<file path="config.mk">
export PLATFORM = sky130hd
export DESIGN_NAME = tdmoa_top
export DESIGN_NICKNAME = d
export VERILOG_FILES = /design/src/rtl/tdmoa_pkg.sv /design/src/rtl/tdmoa_edge_ctr.sv /design/src/rtl/tdmoa_phase.sv /design/src/rtl/tdmoa_tx.sv /design/src/rtl/tdmoa_rx.sv /design/src/rtl/tdmoa_top.sv
export SDC_FILE = /design/constraint.sdc
export NUM_CORES = 1
export LEC_CHECK = 0
export BUFFER_PORTS_ARGS = -buffer_cell sky130_fd_sc_hd__buf_2
export CAP_MARGIN = 5
export CORE_MARGIN = 4
export CORE_UTILIZATION = 55
export CTS_BUF_LIST = sky130_fd_sc_hd__clkbuf_2
export DETAILED_ROUTE_END_ITERATION = 7
export GPL_TIMING_DRIVEN = 0
export PLACE_DENSITY = 0.83
export SLEW_MARGIN = 40
export SYNTH_ARGS = -nofsm -noshare
export SYNTH_HDL_FRONTEND = slang
export SYNTH_SLANG_ARGS = --single-unit
</file>
<file path="constraint.sdc">
create_clock -name clk -period 2 [get_ports clk]
set_clock_uncertainty 0.15 [all_clocks]
set_input_delay 0.1 -clock clk [delete_from_list [all_inputs] [get_ports clk]]
set_output_delay 0.1 -clock clk [all_outputs]
set_load 0.01 [all_outputs]
</file>
<file path="src/rtl/tdmoa_pkg.sv">
package tdmoa_pkg;
  localparam int SLOT_BITS = 8;
  localparam int BIT_W     = 3;
  typedef enum logic {CK_1X = 1'b0, CK_2X = 1'b1} ck_mode_e;
endpackage

</file>
<file path="src/rtl/tdmoa_edge_ctr.sv">
module tdmoa_edge_ctr
  import tdmoa_pkg::*;
#(
  parameter int CNT_W = 10
) (
  input  logic             clk,
  input  logic             rst_n,
  input  ck_mode_e         mode,
  input  logic             hw_ck,
  input  logic             hw_fs,
  output logic             step,
  output logic             sync_evt,
  output logic [CNT_W-1:0] e_now,
  output logic             aligned
);
  logic             ck_q;
  logic             edge_evt;
  logic             fall_evt;
  logic             aligned_n;
  logic [CNT_W-1:0] cnt;
  logic [CNT_W-1:0] cnt_n;
  logic [CNT_W-1:0] last;

  // Edge detection and next edge index
  always_comb begin
    edge_evt  = hw_ck ^ ck_q;
    fall_evt  = ck_q & ~hw_ck;
    sync_evt  = fall_evt & hw_fs;
    last      = (mode == CK_2X) ? {CNT_W{1'b1}} : {1'b0, {(CNT_W-1){1'b1}}};
    if (sync_evt)
      e_now = '0;
    else if (cnt >= last)
      e_now = '0;
    else
      e_now = cnt + 1'b1;
    step      = edge_evt & (aligned | sync_evt);
    cnt_n     = step ? e_now : cnt;
    aligned_n = aligned | sync_evt;
  end

  always_ff @(posedge clk or negedge rst_n) begin
    if (!rst_n) begin
      ck_q    <= 1'b0;
      cnt     <= '0;
      aligned <= 1'b0;
    end else begin
      ck_q    <= hw_ck;
      cnt     <= cnt_n;
      aligned <= aligned_n;
    end
  end
endmodule

</file>
<file path="src/rtl/tdmoa_phase.sv">
module tdmoa_phase
  import tdmoa_pkg::*;
#(
  parameter int NSLOT      = 32,
  parameter int BYTE_OFF_W = 7,
  parameter bit SAMPLE_MID = 1'b0,
  localparam int TS_W      = $clog2(NSLOT),
  localparam int CNT_W     = TS_W + BIT_W + 2
) (
  input  ck_mode_e              mode,
  input  logic [CNT_W-1:0]      e_now,
  input  logic [BYTE_OFF_W-1:0] byte_off,
  input  logic [BIT_W-1:0]      bit_off,
  input  logic                  half,
  input  logic                  quar,
  output logic [TS_W-1:0]       slot,
  output logic [BIT_W-1:0]      bitn,
  output logic                  hit
);
  logic [TS_W-1:0]       byte_lo;
  logic [CNT_W-1:0]      off;
  logic [CNT_W-1:0]      pos;
  logic [TS_W+BIT_W-1:0] bidx;
  logic                  at_start;
  logic                  at_mid;

  always_comb begin
    byte_lo = TS_W'(byte_off % BYTE_OFF_W'(NSLOT));
    if (mode == CK_2X) begin
      off      = {byte_lo, bit_off, half, quar};
      pos      = e_now - off;
      bidx     = pos[CNT_W-1:2];
      at_start = (pos[1:0] == 2'b00);
      at_mid   = (pos[1:0] == 2'b10);
    end else begin
      off      = {1'b0, byte_lo, bit_off, half};
      pos      = e_now - off;
      bidx     = pos[CNT_W-2:1];
      at_start = ~pos[0];
      at_mid   = pos[0];
    end
    slot = bidx[TS_W+BIT_W-1:BIT_W];
    bitn = bidx[BIT_W-1:0];
  end

  // Direction picks its event: bit start for transmit, mid-bit for receive
  generate
    if (SAMPLE_MID) begin : g_mid
      assign hit = at_mid;
    end else begin : g_start
      assign hit = at_start;
    end
  endgenerate
endmodule

</file>
<file path="src/rtl/tdmoa_tx.sv">
module tdmoa_tx
  import tdmoa_pkg::*;
#(
  parameter int NSLOT  = 32,
  localparam int TS_W  = $clog2(NSLOT)
) (
  input  logic                 clk,
  input  logic                 rst_n,
  input  logic                 step,
  input  logic                 hit,
  input  logic [TS_W-1:0]      slot,
  input  logic [BIT_W-1:0]     bitn,
  input  logic [SLOT_BITS-1:0] tx_byte,
  input  logic [NSLOT-1:0]     slot_en,
  output logic                 tx_data,
  output logic                 tx_oe,
  output logic [TS_W-1:0]      tx_ts
);
  logic [SLOT_BITS-1:0] hold, hold_n;
  logic                 data_n, oe_n;
  logic [TS_W-1:0]      ts_n;

  always_comb begin
    hold_n = hold;
    data_n = tx_data;
    oe_n   = tx_oe;
    ts_n   = tx_ts;
    if (step && hit) begin
      ts_n = slot;
      oe_n = slot_en[slot];
      if (bitn == '0) begin
        hold_n = tx_byte;
        data_n = tx_byte[0];
      end else begin
        data_n = hold[bitn];
      end
    end
  end

  always_ff @(posedge clk or negedge rst_n) begin
    if (!rst_n) begin
      hold    <= '0;
      tx_data <= 1'b0;
      tx_oe   <= 1'b0;
      tx_ts   <= '0;
    end else begin
      hold    <= hold_n;
      tx_data <= data_n;
      tx_oe   <= oe_n;
      tx_ts   <= ts_n;
    end
  end
endmodule

</file>
<file path="src/rtl/tdmoa_rx.sv">
module tdmoa_rx
  import tdmoa_pkg::*;
#(
  parameter int NSLOT  = 32,
  localparam int TS_W  = $clog2(NSLOT)
) (
  input  logic                 clk,
  input  logic                 rst_n,
  input  logic                 step,
  input  logic                 sync_evt,
  input  logic                 hit,
  input  logic [TS_W-1:0]      slot,
  input  logic [BIT_W-1:0]     bitn,
  input  logic                 rx_data,
  output logic [SLOT_BITS-1:0] rx_byte,
  output logic                 rx_valid,
  output logic [TS_W-1:0]      rx_ts
);
  logic [SLOT_BITS-1:0] sh, sh_n, byte_n;
  logic                 primed, primed_n, primed_c, valid_n;
  logic [TS_W-1:0]      ts_n;

  always_comb begin
    sh_n     = sh;
    byte_n   = rx_byte;
    ts_n     = rx_ts;
    valid_n  = 1'b0;
    primed_c = (step && sync_evt) ? 1'b0 : primed;
    primed_n = primed_c;
    if (step && hit) begin
      sh_n[bitn] = rx_data;
      if (bitn == '0)
        primed_n = 1'b1;
      if (bitn == BIT_W'(SLOT_BITS-1) && primed_c) begin
        valid_n = 1'b1;
        byte_n  = sh_n;
        ts_n    = slot;
      end
    end
  end

  always_ff @(posedge clk or negedge rst_n) begin
    if (!rst_n) begin
      sh       <= '0;
      rx_byte  <= '0;
      rx_valid <= 1'b0;
      rx_ts    <= '0;
      primed   <= 1'b0;
    end else begin
      sh       <= sh_n;
      rx_byte  <= byte_n;
      rx_valid <= valid_n;
      rx_ts    <= ts_n;
      primed   <= primed_n;
    end
  end
endmodule

</file>
<file path="src/rtl/tdmoa_top.sv">
module tdmoa_top
  import tdmoa_pkg::*;
#(
  parameter int NSLOT      = 32,
  parameter int BYTE_OFF_W = 7,
  localparam int TS_W      = $clog2(NSLOT),
  localparam int CNT_W     = TS_W + BIT_W + 2
) (
  input  logic                  clk,
  input  logic                  rst_n,
  input  logic                  mode_2x,
  input  logic                  hw_ck,
  input  logic                  hw_fs,
  input  logic [BYTE_OFF_W-1:0] tx_byte_off,
  input  logic [BIT_W-1:0]      tx_bit_off,
  input  logic                  tx_half,
  input  logic                  tx_quar,
  input  logic [BYTE_OFF_W-1:0] rx_byte_off,
  input  logic [BIT_W-1:0]      rx_bit_off,
  input  logic                  rx_half,
  input  logic                  rx_quar,
  input  logic [SLOT_BITS-1:0]  tx_byte,
  input  logic [NSLOT-1:0]      tx_slot_en,
  output logic                  tx_data,
  output logic                  tx_oe,
  output logic [TS_W-1:0]       tx_ts,
  input  logic                  rx_data,
  output logic [SLOT_BITS-1:0]  rx_byte,
  output logic                  rx_valid,
  output logic [TS_W-1:0]       rx_ts,
  output logic                  aligned
);
  // Reset: asserted asynchronously, released on clk
  logic [1:0] rst_q;
  logic       rst_s;
  always_ff @(posedge clk or negedge rst_n) begin
    if (!rst_n) rst_q <= 2'b00;
    else        rst_q <= {rst_q[0], 1'b1};
  end
  assign rst_s = rst_q[1];

  ck_mode_e         mode;
  logic             step, sync_evt;
  logic [CNT_W-1:0] e_now;
  assign mode = ck_mode_e'(mode_2x);

  tdmoa_edge_ctr #(.CNT_W(CNT_W)) u_ctr (
    .clk(clk), .rst_n(rst_s), .mode(mode), .hw_ck(hw_ck), .hw_fs(hw_fs),
    .step(step), .sync_evt(sync_evt), .e_now(e_now), .aligned(aligned)
  );

  // Direction 0 = transmit, 1 = receive
  logic [1:0][BYTE_OFF_W-1:0] boff;
  logic [1:0][BIT_W-1:0]      btoff;
  logic [1:0]                 hf, qf, hit;
  logic [1:0][TS_W-1:0]       slot;
  logic [1:0][BIT_W-1:0]      bitn;
  assign boff  = {rx_byte_off, tx_byte_off};
  assign btoff = {rx_bit_off, tx_bit_off};
  assign hf    = {rx_half, tx_half};
  assign qf    = {rx_quar, tx_quar};

  for (genvar d = 0; d < 2; d++) begin : g_dir
    tdmoa_phase #(
      .NSLOT(NSLOT), .BYTE_OFF_W(BYTE_OFF_W), .SAMPLE_MID(d == 1)
    ) u_ph (
      .mode(mode), .e_now(e_now), .byte_off(boff[d]), .bit_off(btoff[d]),
      .half(hf[d]), .quar(qf[d]), .slot(slot[d]), .bitn(bitn[d]), .hit(hit[d])
    );
  end

  tdmoa_tx #(.NSLOT(NSLOT)) u_tx (
    .clk(clk), .rst_n(rst_s), .step(step), .hit(hit[0]), .slot(slot[0]),
    .bitn(bitn[0]), .tx_byte(tx_byte), .slot_en(tx_slot_en),
    .tx_data(tx_data), .tx_oe(tx_oe), .tx_ts(tx_ts)
  );

  tdmoa_rx #(.NSLOT(NSLOT)) u_rx (
    .clk(clk), .rst_n(rst_s), .step(step), .sync_evt(sync_evt), .hit(hit[1]),
    .slot(slot[1]), .bitn(bitn[1]), .rx_data(rx_data),
    .rx_byte(rx_byte), .rx_valid(rx_valid), .rx_ts(rx_ts)
  );
endmodule

</file>
## After elaboration in Yosys (flattened, before gate mapping)

Index checks and enable logic that the tools add are counted.

| operators by class | value |
|---|---|
| bitwise operators | 7 |
| order comparisons | 5 |
| reduce and logical (&&, ||, !) cells | 10 |
| add/sub/neg operators | 5 |
| eq/ne operators | 2 |
| mux-type cells | 20 |

Operators by type and width:

| kind | count |
|---|---|
| 10-bit 2-to-1 mux | 3 |
| 10-bit subtractor | 2 |
| 9-bit subtractor | 2 |
| 8-bit 2-to-1 mux | 2 |
| 1-bit 2-to-1 mux | 11 |
| 10-bit by 1-bit adder with 10-bit output, second input constant | 1 |
| 10-bit greater-or-equal comparator | 1 |
| 8-bit bitwise mux | 1 |
| 3-bit by 4-bit less-than comparator with 1-bit output, second input constant | 2 |
| 3-bit zero test | 2 |
| 5-bit by 6-bit less-than comparator with 1-bit output, second input constant | 1 |
| 1-bit binary-select mux with 5-bit select | 1 |
| 1-bit logical AND | 5 |
| 2-bit AND reduction | 2 |
| 1-bit AND | 3 |
| 1-bit binary-select mux with 3-bit select | 1 |
| 1-bit demux with 3-bit select | 1 |
| 3-bit equality test, second input constant | 1 |
| 3-bit by 1-bit greater-or-equal comparator with 1-bit output, second input constant | 1 |
| 2-bit equality test, second input constant | 1 |
| 2-bit zero test | 1 |
| 1-bit NOT | 2 |
| 1-bit bitwise OR | 1 |
| 1-bit XOR | 1 |

| storage, ports and cells | value |
|---|---|
| flip-flop bits (word level) | 52 |
| bits of input ports | 70 |
| output and inout port bits | 22 |
| word-level logic and storage cells | 62 |

## Longest topological paths before layout

Gate-level depths: netlist of run 1.

| logic depth | value |
|---|---|
| depth in word-level cells | 11 |
| depth in mapped cells | 20 |
| mapped depth without buffers | 18 |

## By module

Synthesis of run 1 repeated with hierarchy kept, for this count alone.

| unflattened totals | value |
|---|---|
| cell total of the unflattened synthesis | 494 |
| area total of the unflattened synthesis | 4603.2 um^2 |

By module, submodules not included:

| module | instances | area each (um^2) | seq. area each (um^2) | cells an instance |
|---|---|---|---|---|
| tdmoa_rx | 1 | 999.7 | 550.5 | 78 |
| tdmoa_phase (g_dir[1].u_ph) | 1 | 925.9 | 0.0 | 129 |
| tdmoa_phase (g_dir[0].u_ph) | 1 | 902.1 | 0.0 | 127 |
| tdmoa_tx | 1 | 899.6 | 350.3 | 67 |
| tdmoa_edge_ctr | 1 | 822.0 | 300.3 | 90 |
| tdmoa_top | 1 | 53.8 | 50.0 | 3 |

## Worst setup path before layout of run 1

Ideal clock, no wire load.

| path | value |
|---|---|
| path type | reg-to-reg |
| start point | reg u_ctr.cnt[0] |
| end point | reg u_tx.tx_oe |
| data arrival time | 4.019 ns |
| clock period less this slack | 4.307 ns |
| path buffers | 1 |
| data required time | 1.712 ns |
| stages on the path, launching flop included | 18 |
| setup slack | -2.307 ns |
| path through | dfrtp_1 -> ha_1 -> and4_4 -> a31oi_1 -> nand2_1 -> inv_1 -> ha_1 -> nor2b_1 -> o21ai_1 -> a21boi_0 -> a2111oi_4 -> xnor2_2 -> a21oi_1 -> buf_4 -> mux2i_1 -> a211oi_1 -> o41ai_2 -> o211ai_1 |

| on the way | value |
|---|---|
| word-level cells in the longest chain between the ends | 7 |

RTL lines:

| item | line | source |
|---|---|---|
| start: declaration | tdmoa_edge_ctr.sv:20 | `logic [CNT_W-1:0] cnt;` |
| start signal: assignment | tdmoa_edge_ctr.sv:48 | `cnt <= cnt_n;` |
| 10-bit by 1-bit adder with 10-bit output or 10-bit greater-or-equal comparator (tied branches) | tdmoa_edge_ctr.sv:35, tdmoa_edge_ctr.sv:32 |  |
| 10-bit 2-to-1 mux (*) | tdmoa_edge_ctr.sv:32 | `else if (cnt >= last)` |
| 10-bit 2-to-1 mux (*) | tdmoa_edge_ctr.sv:30 | `if (sync_evt)` |
| net e_now[1] | tdmoa_top.sv:44 | `logic [CNT_W-1:0] e_now;` |
| 10-bit subtractor or 9-bit subtractor (tied branches) | tdmoa_phase.sv:31, tdmoa_phase.sv:37 |  |
| 8-bit 2-to-1 mux or 2-bit zero test (tied branches) | tdmoa_phase.sv:29, tdmoa_phase.sv:33 |  |
| 1-bit binary-select mux with 5-bit select or 1-bit 2-to-1 mux (tied branches) | tdmoa_tx.sv:30, tdmoa_phase.sv:29 |  |
| 1-bit 2-to-1 mux (implied by the code) or 1-bit logical AND (tied branches) | tdmoa_tx.sv:30, tdmoa_tx.sv:28 |  |
| end signal: assignment | tdmoa_tx.sv:49 | `tx_oe <= oe_n;` |
| end: declaration | tdmoa_tx.sv:16 | `output logic tx_oe,` |

The timed path passes the listed nets; every way through them passes the cells marked *. The select of a mux whose other input is x is not followed.
A chain may end at the register's enable or synchronous reset.

## Final worst setup path of run 1

| path | value |
|---|---|
| start point | reg u_ctr.cnt[0] |
| end point | reg u_tx.tx_oe |

| on the way | value |
|---|---|
| word-level cells in the longest chain between the ends | 7 |

RTL lines:

| item | line | source |
|---|---|---|
| 10-bit by 1-bit adder with 10-bit output or 10-bit greater-or-equal comparator (tied branches) | tdmoa_edge_ctr.sv:35, tdmoa_edge_ctr.sv:32 |  |
| 10-bit 2-to-1 mux (*) | tdmoa_edge_ctr.sv:32 |  |
| 10-bit 2-to-1 mux (*) | tdmoa_edge_ctr.sv:30 |  |
| net e_now[5] | tdmoa_top.sv:44 |  |
| 10-bit subtractor or 9-bit subtractor (tied branches) | tdmoa_phase.sv:31, tdmoa_phase.sv:37 |  |
| 8-bit 2-to-1 mux (*) | tdmoa_phase.sv:29 | `if (mode == CK_2X) begin` |
| 1-bit binary-select mux with 5-bit select (*) | tdmoa_tx.sv:30 | `oe_n = slot_en[slot];` |
| 1-bit 2-to-1 mux (implied by the code) (*) | tdmoa_tx.sv:30 |  |

Marked as above.

==> impl_metrics.env, run 1 <==
export IMPL_status="finished, violations left"
export IMPL_violations="negative hold slack, negative setup slack"
export IMPL_r2r_end="u_tx.tx_oe"
export IMPL_firstDrtPassIters=8
export IMPL_fin_nets=799
export IMPL_ys_seq_elements=50
export IMPL_layout_commonest_cell="buf_2"
export IMPL_fp_row_count=32
export IMPL_syn_area_um2=4390
export IMPL_whs_path_depth=5
export IMPL_die_area_um2=9480
export IMPL_clock_latency_ns=0.49
export IMPL_final_cell_area_um2=6770
export IMPL_dieHeight_um=97.4
export IMPL_critPathKind="register to register"
export IMPL_grt_overflow=0
export IMPL_cts_path_max_buffers=2
export IMPL_yosysWarningCount=0
export IMPL_drc=0
export IMPL_slowest_stage="dfrtp_1"
export IMPL_power_leakage_nw=3.08
export IMPL_grt_max_degree=26
export IMPL_crit_fanout=5
export IMPL_drv_slew=0
export IMPL_postLayoutSetupSlackWorst_ns=-2.16
export IMPL_end_kind="register"
export IMPL_cts_sinks=50
export IMPL_multi_input_area_um2=3850
export IMPL_holdPathEnd="u_tx.tx_oe"
export IMPL_root_buffer="clkbuf_2"
export IMPL_rsz0062_at_grt="true"
export IMPL_r2r_start="u_ctr.cnt[0]"
export IMPL_synth_cells=525
export IMPL_powerDensity_nw_per_um2=1370
export IMPL_vias=5356
export IMPL_clk_pin_slew_worst_paths_ns=0.29
export IMPL_min_period_ns=4.16
export IMPL_yosysSeqAreaShare_pct=28.5
export IMPL_place_area_um2=5250
export IMPL_drt_wirelength_per_cell_um=22.9
export IMPL_ir_worst_vdd_uv=934
export IMPL_viasPerCell=6.74
export IMPL_cp_arrival_ns=4.43
export IMPL_grt_pass1_vias=5001
export IMPL_syn_mean_instance_area_um2=8.37
export IMPL_cp_data_required_time_ns=2.27
export IMPL_area_delta_synth_final_pct=54.1
export IMPL_max_slew_margin_pct=42.2
export IMPL_final_cell_mix="buf_2 (88), dfrtp_1 (48), nand2_1 (47), buf_4 (39), inv_1 (37)"
export IMPL_synth_edf_count=0
export IMPL_coreArea_um2=7730
export IMPL_cp_common_cell="buf_4"
export IMPL_start_util_pct=56.8
export IMPL_ant_nets=0
export IMPL_finalHoldViolCount=1
export IMPL_die_width_um=97.4
export IMPL_hpwl_mm=9.66
export IMPL_min_from="tx_slot_en[3]"
export IMPL_cp_start_kind="register"
export IMPL_maxCapViolations=0
export IMPL_fillers=337
export IMPL_path_delay_family="simple AND/OR/NAND/NOR gates"
export IMPL_async_reset_ff_share_pct=100
export IMPL_syn_nets=632
export IMPL_drive_above_1_share_pct=47.8
export IMPL_hold_ws_ns=-0.0241
export IMPL_port_buffers=86
export IMPL_regArea_um2=1260
export IMPL_finalWirelength_mm=18.2
export IMPL_drt_initial_drc_count=567
export IMPL_fmax_ghz=0.240
export IMPL_routabilityCongestion=0.941
export IMPL_tightestPinTransition_ns=0.867
export IMPL_synth_main_ff_cell="dfrtp_1"
export IMPL_antenna_found_initial=0
export IMPL_reg2reg_slack_ns=-2.16
export IMPL_cp_num_buf_inv=5
export IMPL_hold_path_class="primary input to register"
export IMPL_diodes=0
export IMPL_grt_usage_pct=31.0
export IMPL_htreeDepth=2
export IMPL_ys_types=63
export IMPL_finalSetupViolations=37
export IMPL_worst_path_largest_cell_delay_ns=0.46
export IMPL_cts_buffers=5
export IMPL_cts_tree="done"
export IMPL_rr_worst_depth=19
export IMPL_cp_cell_sequence="buf_4 > buf_4 > and4_1 > nand2_1 > xor2_2 > nor2_4 > buf_4 > ha_1 > nand3_1 > a211o_1 > nand3b_1 > xnor2_2 > buf_4 > o211ai_4 > buf_6 > a211oi_2 > a211oi_4 > nor4_2 > o211ai_1"
export IMPL_pin_count=92
export IMPL_grt_pass1_wl_mm=24.3
export IMPL_crit_start="u_ctr.cnt[0]"
export IMPL_period_share_pct=208
-- per-stage QoR --
step	util, %	TNS, ns	power (mW)	setup slack, ns	std cells
2_1_floorplan	-	-45.18	4.79	-1.74	525
5_1_grt	87.6	-69.73	9.70	-2.34	795
6_report	87.6	-64.24	9.24	-2.16	795
3_5_place_dp	67.9	-68.65	5.78	-2.50	714
4_1_cts	80.1	-56.01	7.74	-1.93	779
3_3_place_gp	67.6	-76.05	5.58	-2.43	713
-- state kept, by name, summed over array words and instances (netlist names) --
name           count
rst_q              2
u_ctr.aligned      1
u_ctr.ck_q         1
u_ctr.cnt         10
u_rx.primed        1
u_rx.rx_byte       8
u_rx.rx_ts         5
u_rx.rx_valid      1
u_rx.sh            7
u_tx.hold          7
u_tx.tx_data       1
u_tx.tx_oe         1
u_tx.tx_ts         5
-- Yosys cell counts (4+ instances only) --
master / instances / area (µm²)
a211oi_1: 25 / 188
a21o_1: 6 / 45.0
a21oi_1: 42 / 210
a31oi_1: 8 / 50.1
buf_2: 5 / 25.0
clkbuf_1: 8 / 30.0
dfrtp_1: 50 / 1250
fa_1: 4 / 80.1
ha_1: 33 / 413
inv_1: 41 / 154
mux2_2: 11 / 124
mux2i_1: 20 / 200
nand2_1: 55 / 206
nand2b_1: 7 / 43.8
nand3_1: 14 / 70.1
nand3b_1: 4 / 30.0
nor2_1: 51 / 191
nor2b_1: 6 / 37.5
nor3_1: 14 / 70.1
o21a_1: 4 / 30.0
o21ai_0: 21 / 105
o31ai_1: 4 / 30.0
or2_2: 4 / 25.0
xnor2_1: 22 / 193
xor2_1: 9 / 78.8
-- repair_timing --
item / CTS / global route
setup buffers: 39 / 17
endpoints found under the hold margin: 18 / 0
cloned: 4 / 1
resized for setup: 84 / 101
pin swaps: 46 / 49
hold buffers: 15 / 0
endpoints found under the setup margin: 38 / 43
-- worst max path at each step --
stage | cells after the start | to | slack (ns)
2_1_floorplan | 15 | u_tx.tx_oe | -1.74
3_3_place_gp | 19 | u_tx.tx_oe | -2.43
3_5_place_dp | 19 | u_tx.tx_oe | -2.50
4_1_cts | 17 | u_tx.tx_oe | -1.93
5_1_grt | 19 | u_tx.tx_oe | -2.34
6_report | 19 | u_tx.tx_oe | -2.16
-- report_power, final --
part,internal [mW],switching [mW]
registers,1.36,0.289
logic,3.36,3.63
clock network,0.215,0.393
-- cells by family after synthesis --
group / count (synthesis) / synth area share, %
AO/OA/AOI/OAI: 136 / 20.8
XOR/XNOR: 32 / 6.55
adder cells (fa/ha/maj): 39 / 11.7
buffers and inverters: 58 / 5.35
flip-flops: 50 / 28.5
multiplexers: 32 / 7.89
other: 1 / 0.0854
AND/OR/NAND/NOR: 177 / 19.2
-- worst reg2reg max path, delay by kind of cell, from the launching register on --
| kind | cells | cell delay (ns) |
|---|---|---|
| adders and majority gates | 1 | 0.38 |
| buffers and inverters | 5 | 0.84 |
| DFF | 1 | 0.46 |
| AOI/OAI and AO/OA | 5 | 0.91 |
| and+or+nand+nor | 6 | 0.96 |
| xor gates and xnor gates | 2 | 0.38 |
-- routing by layer --
metal	vias up	global-route usage, %	routed length (µm)
met5	-	0	0
met4	0	11.9	1480
met3	183	5.53	1890
met2	467	55.2	8650
met1	2498	37.0	6190
li1	2208	-	-
-- area by class of cell --
| class | instances | share of cell area (%) |
|---|---|---|
| Inverter | 41 | 2.44 |
| Sequential cell | 50 | 18.6 |
| Tap cell | 102 | 1.89 |
| Timing Repair Buffer | 161 | 17.5 |
| Buffer | 15 | 1.76 |
| Clock buffer | 6 | 0.444 |
| Clock inverter | 2 | 0.554 |
| Multi-Input combinational cell | 418 | 56.9 |
Power figures use the tool's default switching activity.
==> run 2, diff against run 1 <==
Clock period 2 ns to 4.65 ns, I/O delays scaled along.
==> run 2 against run 1 <==
Net effect: the run now ends clean; global-route usage down 6.2 points; worst hold slack better by 0.088 ns; sequential share of layout area grew 5.5 points; wire length fell by 36%; setup slack better by 2.3 ns; sequential cell count unchanged; core utilization fell by 20 points; non-clock buffer count shrank 58; largest cell class unchanged.
==> impl_metrics.env, run 2 (synthesized netlist as in run 1, its figures left out) <==
export IMPL_fmax_ghz=0.222
export IMPL_place_area_um2=4970
export IMPL_cp_start_kind="primary input"
export IMPL_whs_path_depth=4
export IMPL_ir_worst_vdd_uv=316
export IMPL_finalSetupTns_ns=0
export IMPL_finalWirelength_mm=11.7
export IMPL_htreeDepth=2
export IMPL_largest_register_ff_count=10
export IMPL_clock_latency_ns=0.45
export IMPL_cts_tree="done"
export IMPL_power_leakage_nw=2.58
export IMPL_reg_top3="u_ctr.cnt x10, u_rx.rx_byte x8"
export IMPL_layout_commonest_cell="buf_2"
export IMPL_dieHeight_um=97.4
export IMPL_final_cell_area_um2=5220
export IMPL_maxCapViolations=0
export IMPL_clk_pin_slew_worst_paths_ns=0.22
export IMPL_tightestPinTransition_ns=0.829
export IMPL_slowest_stage="dlygate4sd3_1"
export IMPL_drc=0
export IMPL_worst_path_largest_cell_delay_ns=0.52
export IMPL_drt_wirelength_per_cell_um=15.9
export IMPL_drt_initial_drc_count=259
export IMPL_critPathKind="primary input to register"
export IMPL_fillers=639
export IMPL_vias=4277
export IMPL_grt_max_degree=26
export IMPL_routabilityCongestion=0.929
export IMPL_rr_worst_depth=15
export IMPL_final_cell_mix="buf_2 (91), nand2_1 (54), nor2_1 (50), dfrtp_1 (49), a21oi_1 (42)"
export IMPL_fin_nets=740
export IMPL_hpwl_mm=9.30
export IMPL_crit_start="hw_ck"
export IMPL_end_kind="register"
export IMPL_viasPerCell=5.81
export IMPL_p_total_mw=2.56
export IMPL_grt_usage_pct=24.8
export IMPL_root_buffer="clkbuf_2"
export IMPL_max_slew_margin_pct=44.5
export IMPL_multi_input_area_um2=2940
export IMPL_drv_slew=0
export IMPL_ant_nets=0
export IMPL_start_util_pct=56.8
export IMPL_finalSetupViolations=0
export IMPL_port_buffers=86
export IMPL_cts_sinks=50
export IMPL_reg2reg_slack_ns=0.16
export IMPL_drive_above_1_share_pct=21.9
export IMPL_cp_arrival_ns=4.71
export IMPL_cp_common_cell="ha_1"
export IMPL_cts_path_max_buffers=2
export IMPL_grt_overflow=0
export IMPL_diodes=0
export IMPL_period_share_pct=96.8
export IMPL_pin_count=92
export IMPL_die_area_um2=9480
export IMPL_area_delta_synth_final_pct=18.8
export IMPL_r2r_start="u_ctr.cnt[0]"
export IMPL_coreArea_um2=7730
export IMPL_finalHoldViolCount=0
export IMPL_cp_num_buf_inv=4
export IMPL_path_delay_family="compound AO/OA/AOI/OAI gates"
export IMPL_cp_cell_sequence="dlygate4sd3_1 > buf_2 > inv_1 > ha_1 > a21o_1 > a31o_4 > buf_6 > nor2_1 > ha_1 > nand3_1 > o21ai_0 > o31ai_1 > mux2i_1 > or3b_1 > or2_2 > a211oi_1 > o41ai_2 > o211ai_1"
export IMPL_powerDensity_nw_per_um2=491
export IMPL_firstDrtPassIters=6
export IMPL_cp_data_required_time_ns=4.86
export IMPL_holdPathEnd="u_tx.tx_ts[4]"
export IMPL_cp_depth=18
export IMPL_r2r_end="u_tx.tx_oe"
export IMPL_grt_pass1_vias=4185
export IMPL_status="finished, final reports clean"
export IMPL_top_register="u_ctr.cnt"
export IMPL_grt_pass1_wl_mm=19.8
export IMPL_die_width_um=97.4
export IMPL_crit_fanout=10
export IMPL_min_period_ns=4.50
export IMPL_cts_buffers=5
export IMPL_hold_path_class="primary input to register"
export IMPL_fp_row_count=32
export IMPL_antenna_found_initial=0
export IMPL_regArea_um2=1250
export IMPL_min_from="tx_byte_off[4]"
-- run 2: changes by cell type in the layout (fill, tap and decap cells not counted), sizes merged --
cell / change
buf: -56
clkbuf: +1
clkinvlp: -2
dlygate4sd3: -2
inv: +1
o211ai: -1
-- run 2: power by group --
group	switching [mW]	internal, mW
Combinational	0.935	0.715
Sequential	0.0929	0.583
Clock	0.142	0.0955
Total	1.17	1.39
-- run 2: timing repair --
item | 4_1_cts | 5_1_grt
hold buffers | 13 | 0
setup endpoints to repair | 9 | 10
gates resized for setup | 2 | 10
hold endpoints to repair | 13 | 0
buffers inserted | 0 | 1
-- run 2: worst register-to-register path: stages, from the launching register on --
cell      delay, ns
dfrtp_1        0.49
ha_1           0.26
and4_4         0.22
a31o_4         0.26
buf_6          0.14
nor2_1         0.33
ha_1           0.38
nand3_1        0.20
o21ai_0        0.15
o31ai_1        0.42
mux2i_1        0.13
or3b_1         0.47
or2_2          0.34
a211oi_1       0.25
o41ai_2        0.11
o211ai_1       0.10
-- run 2: routing by layer --
metal	up-vias	track usage (%)	share of wire [%]
met5	-	0	0
met4	0	6.60	2.1
met3	26	4.16	6.8
met2	161	40.8	48
li1	2092	-	-
met1	1998	33.9	43
-- run 2: how the worst max path moves through the flow --
stage                       to  slack, ns
finish              u_tx.tx_oe       0.15
floorplan           u_tx.tx_oe       0.26
detailed placement  u_tx.tx_oe      -0.74
CTS                 u_tx.tx_oe       0.02
global placement    u_tx.tx_oe      -0.68
global route        u_tx.tx_oe     -0.007
-- run 2: through the flow --
| stage | hold WS [ns] | utilization (%) | setup WS [ns] | instances |
|---|---|---|---|---|
| after floorplan | -0.213 | - | 0.259 | 525 |
| after global placement | -0.133 | 64.1 | -0.684 | 713 |
| after detailed placement | -0.129 | 64.4 | -0.743 | 714 |
| after CTS | 0.0436 | 67.0 | 0.0172 | 735 |
| after global routing | 0.0344 | 67.5 | -0.00676 | 736 |
| final | 0.0638 | 67.5 | 0.151 | 736 |
-- run 2: cell type report --
class / count / share of cell area (%)
clock buffer: 7 / 0.671
timing repair buffer: 101 / 11.3
clock inverter: 1 / 0.576
inverter: 41 / 3.00
sequential: 50 / 24.1
buffer: 17 / 1.58
tap: 102 / 2.45
multi-input combinational: 417 / 56.4
==> run 3, diff against run 2 <==
Settings changed: CORE_UTILIZATION 55 to 30, PLACE_DENSITY 0.83 to 0.52, REMOVE_ABC_BUFFERS set to 1.
==> run 3 against run 2 <==
Net effect: wire length is 5.5% higher; global-route usage is 10 points lower; core utilization is 29 points lower; design area is 4.8% higher; worst hold slack worse by 0.017 ns; sequential cell count stayed put; largest power group unchanged.
==> impl_metrics.env, run 3 (synthesized netlist as in run 1, its figures left out) <==
export IMPL_top_register="u_ctr.cnt"
export IMPL_regArea_um2=1250
export IMPL_port_buffers=87
export IMPL_status="finished, final reports clean"
export IMPL_end_kind="register"
export IMPL_hold_path_class="register to async pin"
export IMPL_grt_pass1_vias=4219
export IMPL_die_area_um2=16600
export IMPL_pin_count=92
export IMPL_final_cell_mix="buf_2 (86), nand2_1 (54), nor2_1 (49), dfrtp_1 (49), a21oi_1 (40)"
export IMPL_postLayoutSetupSlackWorst_ns=0.232
export IMPL_cp_data_required_time_ns=4.88
export IMPL_diodes=0
export IMPL_drive_above_1_share_pct=25.0
export IMPL_power_leakage_nw=2.62
export IMPL_coreArea_um2=14100
export IMPL_cp_num_buf_inv=0
export IMPL_cts_buffers=5
export IMPL_drt_wirelength_per_cell_um=15.3
export IMPL_finalHoldViolCount=0
export IMPL_grt_overflow=0
export IMPL_cp_cell_sequence="ha_1 > and4_4 > a31o_4 > nor2_1 > ha_1 > nand3_1 > nor3_1 > or4b_4 > mux2i_4 > o211ai_4 > a211oi_2 > a211oi_1 > o41ai_2 > o211ai_1"
export IMPL_drv_slew=0
export IMPL_drt_initial_drc_count=194
export IMPL_start_util_pct=31.2
export IMPL_multi_input_area_um2=3050
export IMPL_max_slew_margin_pct=47.1
export IMPL_crit_fanout=14
export IMPL_maxCapViolations=0
export IMPL_period_share_pct=95.0
export IMPL_cts_tree="done"
export IMPL_worst_path_largest_cell_delay_ns=0.59
export IMPL_grt_max_degree=41
export IMPL_largest_register_ff_count=10
export IMPL_ir_worst_vdd_uv=196
export IMPL_tightestPinTransition_ns=0.791
export IMPL_reg_top3="u_ctr.cnt x10, u_rx.rx_byte x8"
export IMPL_cp_depth=14
export IMPL_path_delay_family="simple AND/OR/NAND/NOR gates"
export IMPL_fmax_ghz=0.226
export IMPL_vias=4121
export IMPL_fin_nets=737
export IMPL_viasPerCell=5.08
export IMPL_antenna_found_initial=0
export IMPL_powerDensity_nw_per_um2=480
export IMPL_htreeDepth=2
export IMPL_area_delta_synth_final_pct=24.5
export IMPL_ant_nets=0
export IMPL_finalWirelength_mm=12.4
export IMPL_dieHeight_um=129
export IMPL_grt_pass1_wl_mm=19.9
export IMPL_p_total_mw=2.63
export IMPL_layout_commonest_cell="buf_2"
export IMPL_root_buffer="clkbuf_2"
export IMPL_critPathKind="register to register"
export IMPL_die_width_um=129
export IMPL_cp_start_kind="register"
export IMPL_fp_row_count=43
export IMPL_min_period_ns=4.42
export IMPL_drc=0
export IMPL_dp_slack_ns=-1.75
export IMPL_cts_path_max_buffers=2
export IMPL_rr_worst_depth=14
export IMPL_routabilityCongestion=0.761
export IMPL_clock_latency_ns=0.48
export IMPL_finalSetupViolations=0
export IMPL_firstDrtPassIters=4
export IMPL_fillers=1508
export IMPL_cp_arrival_ns=4.65
export IMPL_slowest_stage="or4b_4"
export IMPL_clk_pin_slew_worst_paths_ns=0.30
export IMPL_cp_common_cell="ha_1"
export IMPL_cts_sinks=50
export IMPL_hpwl_mm=9.46
export IMPL_grt_usage_pct=14.7
-- run 3: what timing repair did --
| item | CTS | global route |
|---|---|---|
| resized for setup | 11 | 19 |
| setup endpoints to repair | 34 | 2 |
| pin swaps | 0 | 2 |
| hold buffers | 15 | 1 |
| buffers inserted | 1 | 9 |
| endpoints found under the hold margin | 28 | 2 |
| cloned | 0 | 1 |
-- run 3: final cells by class --
class / count / share of cell area, %
inverters: 41 / 2.93
flip-flops and latches: 50 / 22.9
well taps: 180 / 4.12
repair buffers: 114 / 13.2
clock inverters: 3 / 0.526
multi-input cells: 418 / 55.8
clock buffers: 5 / 0.458
-- run 3: path summary, 6_finish.rpt --
kind,startpoint,end,slack [ns]
max reg2reg,u_ctr.cnt[0],u_tx.tx_oe,0.23
max,u_ctr.cnt[0],u_tx.tx_oe,0.23
max in group asynchronous,rst_n,rst_q[1],3.81
min in group clk,rx_byte_off[2],u_rx.rx_ts[2],0.15
min,rst_q[1],u_tx.hold[2],0.05
min reg2reg,rst_q[1],u_tx.hold[2],0.05
-- run 3: layer usage --
layer	global-route usage, %	part of all wire [%]	vias to the layer above
met5	0	0	-
met4	3.46	1.5	0
met3	2.23	3.9	16
met2	27.0	51	80
met1	18.0	44	1948
li1	-	-	2077
-- run 3: report_power, final --
group,switching (mW),total (mW),internal [mW]
sequential,0.0913,0.674,0.583
clock,0.170,0.214,0.0438
combinational,0.962,1.74,0.775
-- run 3: metrics by stage --
stage | hold slack (ns) | util, % | TNS (ns) | area (µm²) | std cells
floorplan | -0.213 | - | -0.102 | 4310 | 508
global placement | -0.131 | 35.3 | -37.83 | 4970 | 775
detailed placement | -0.129 | 35.5 | -39.16 | 5010 | 776
CTS | 0.0122 | 37.4 | 0 | 5280 | 800
global route | 0.0599 | 38.8 | -0.0167 | 5470 | 811
finish | 0.0466 | 38.8 | 0 | 5470 | 811
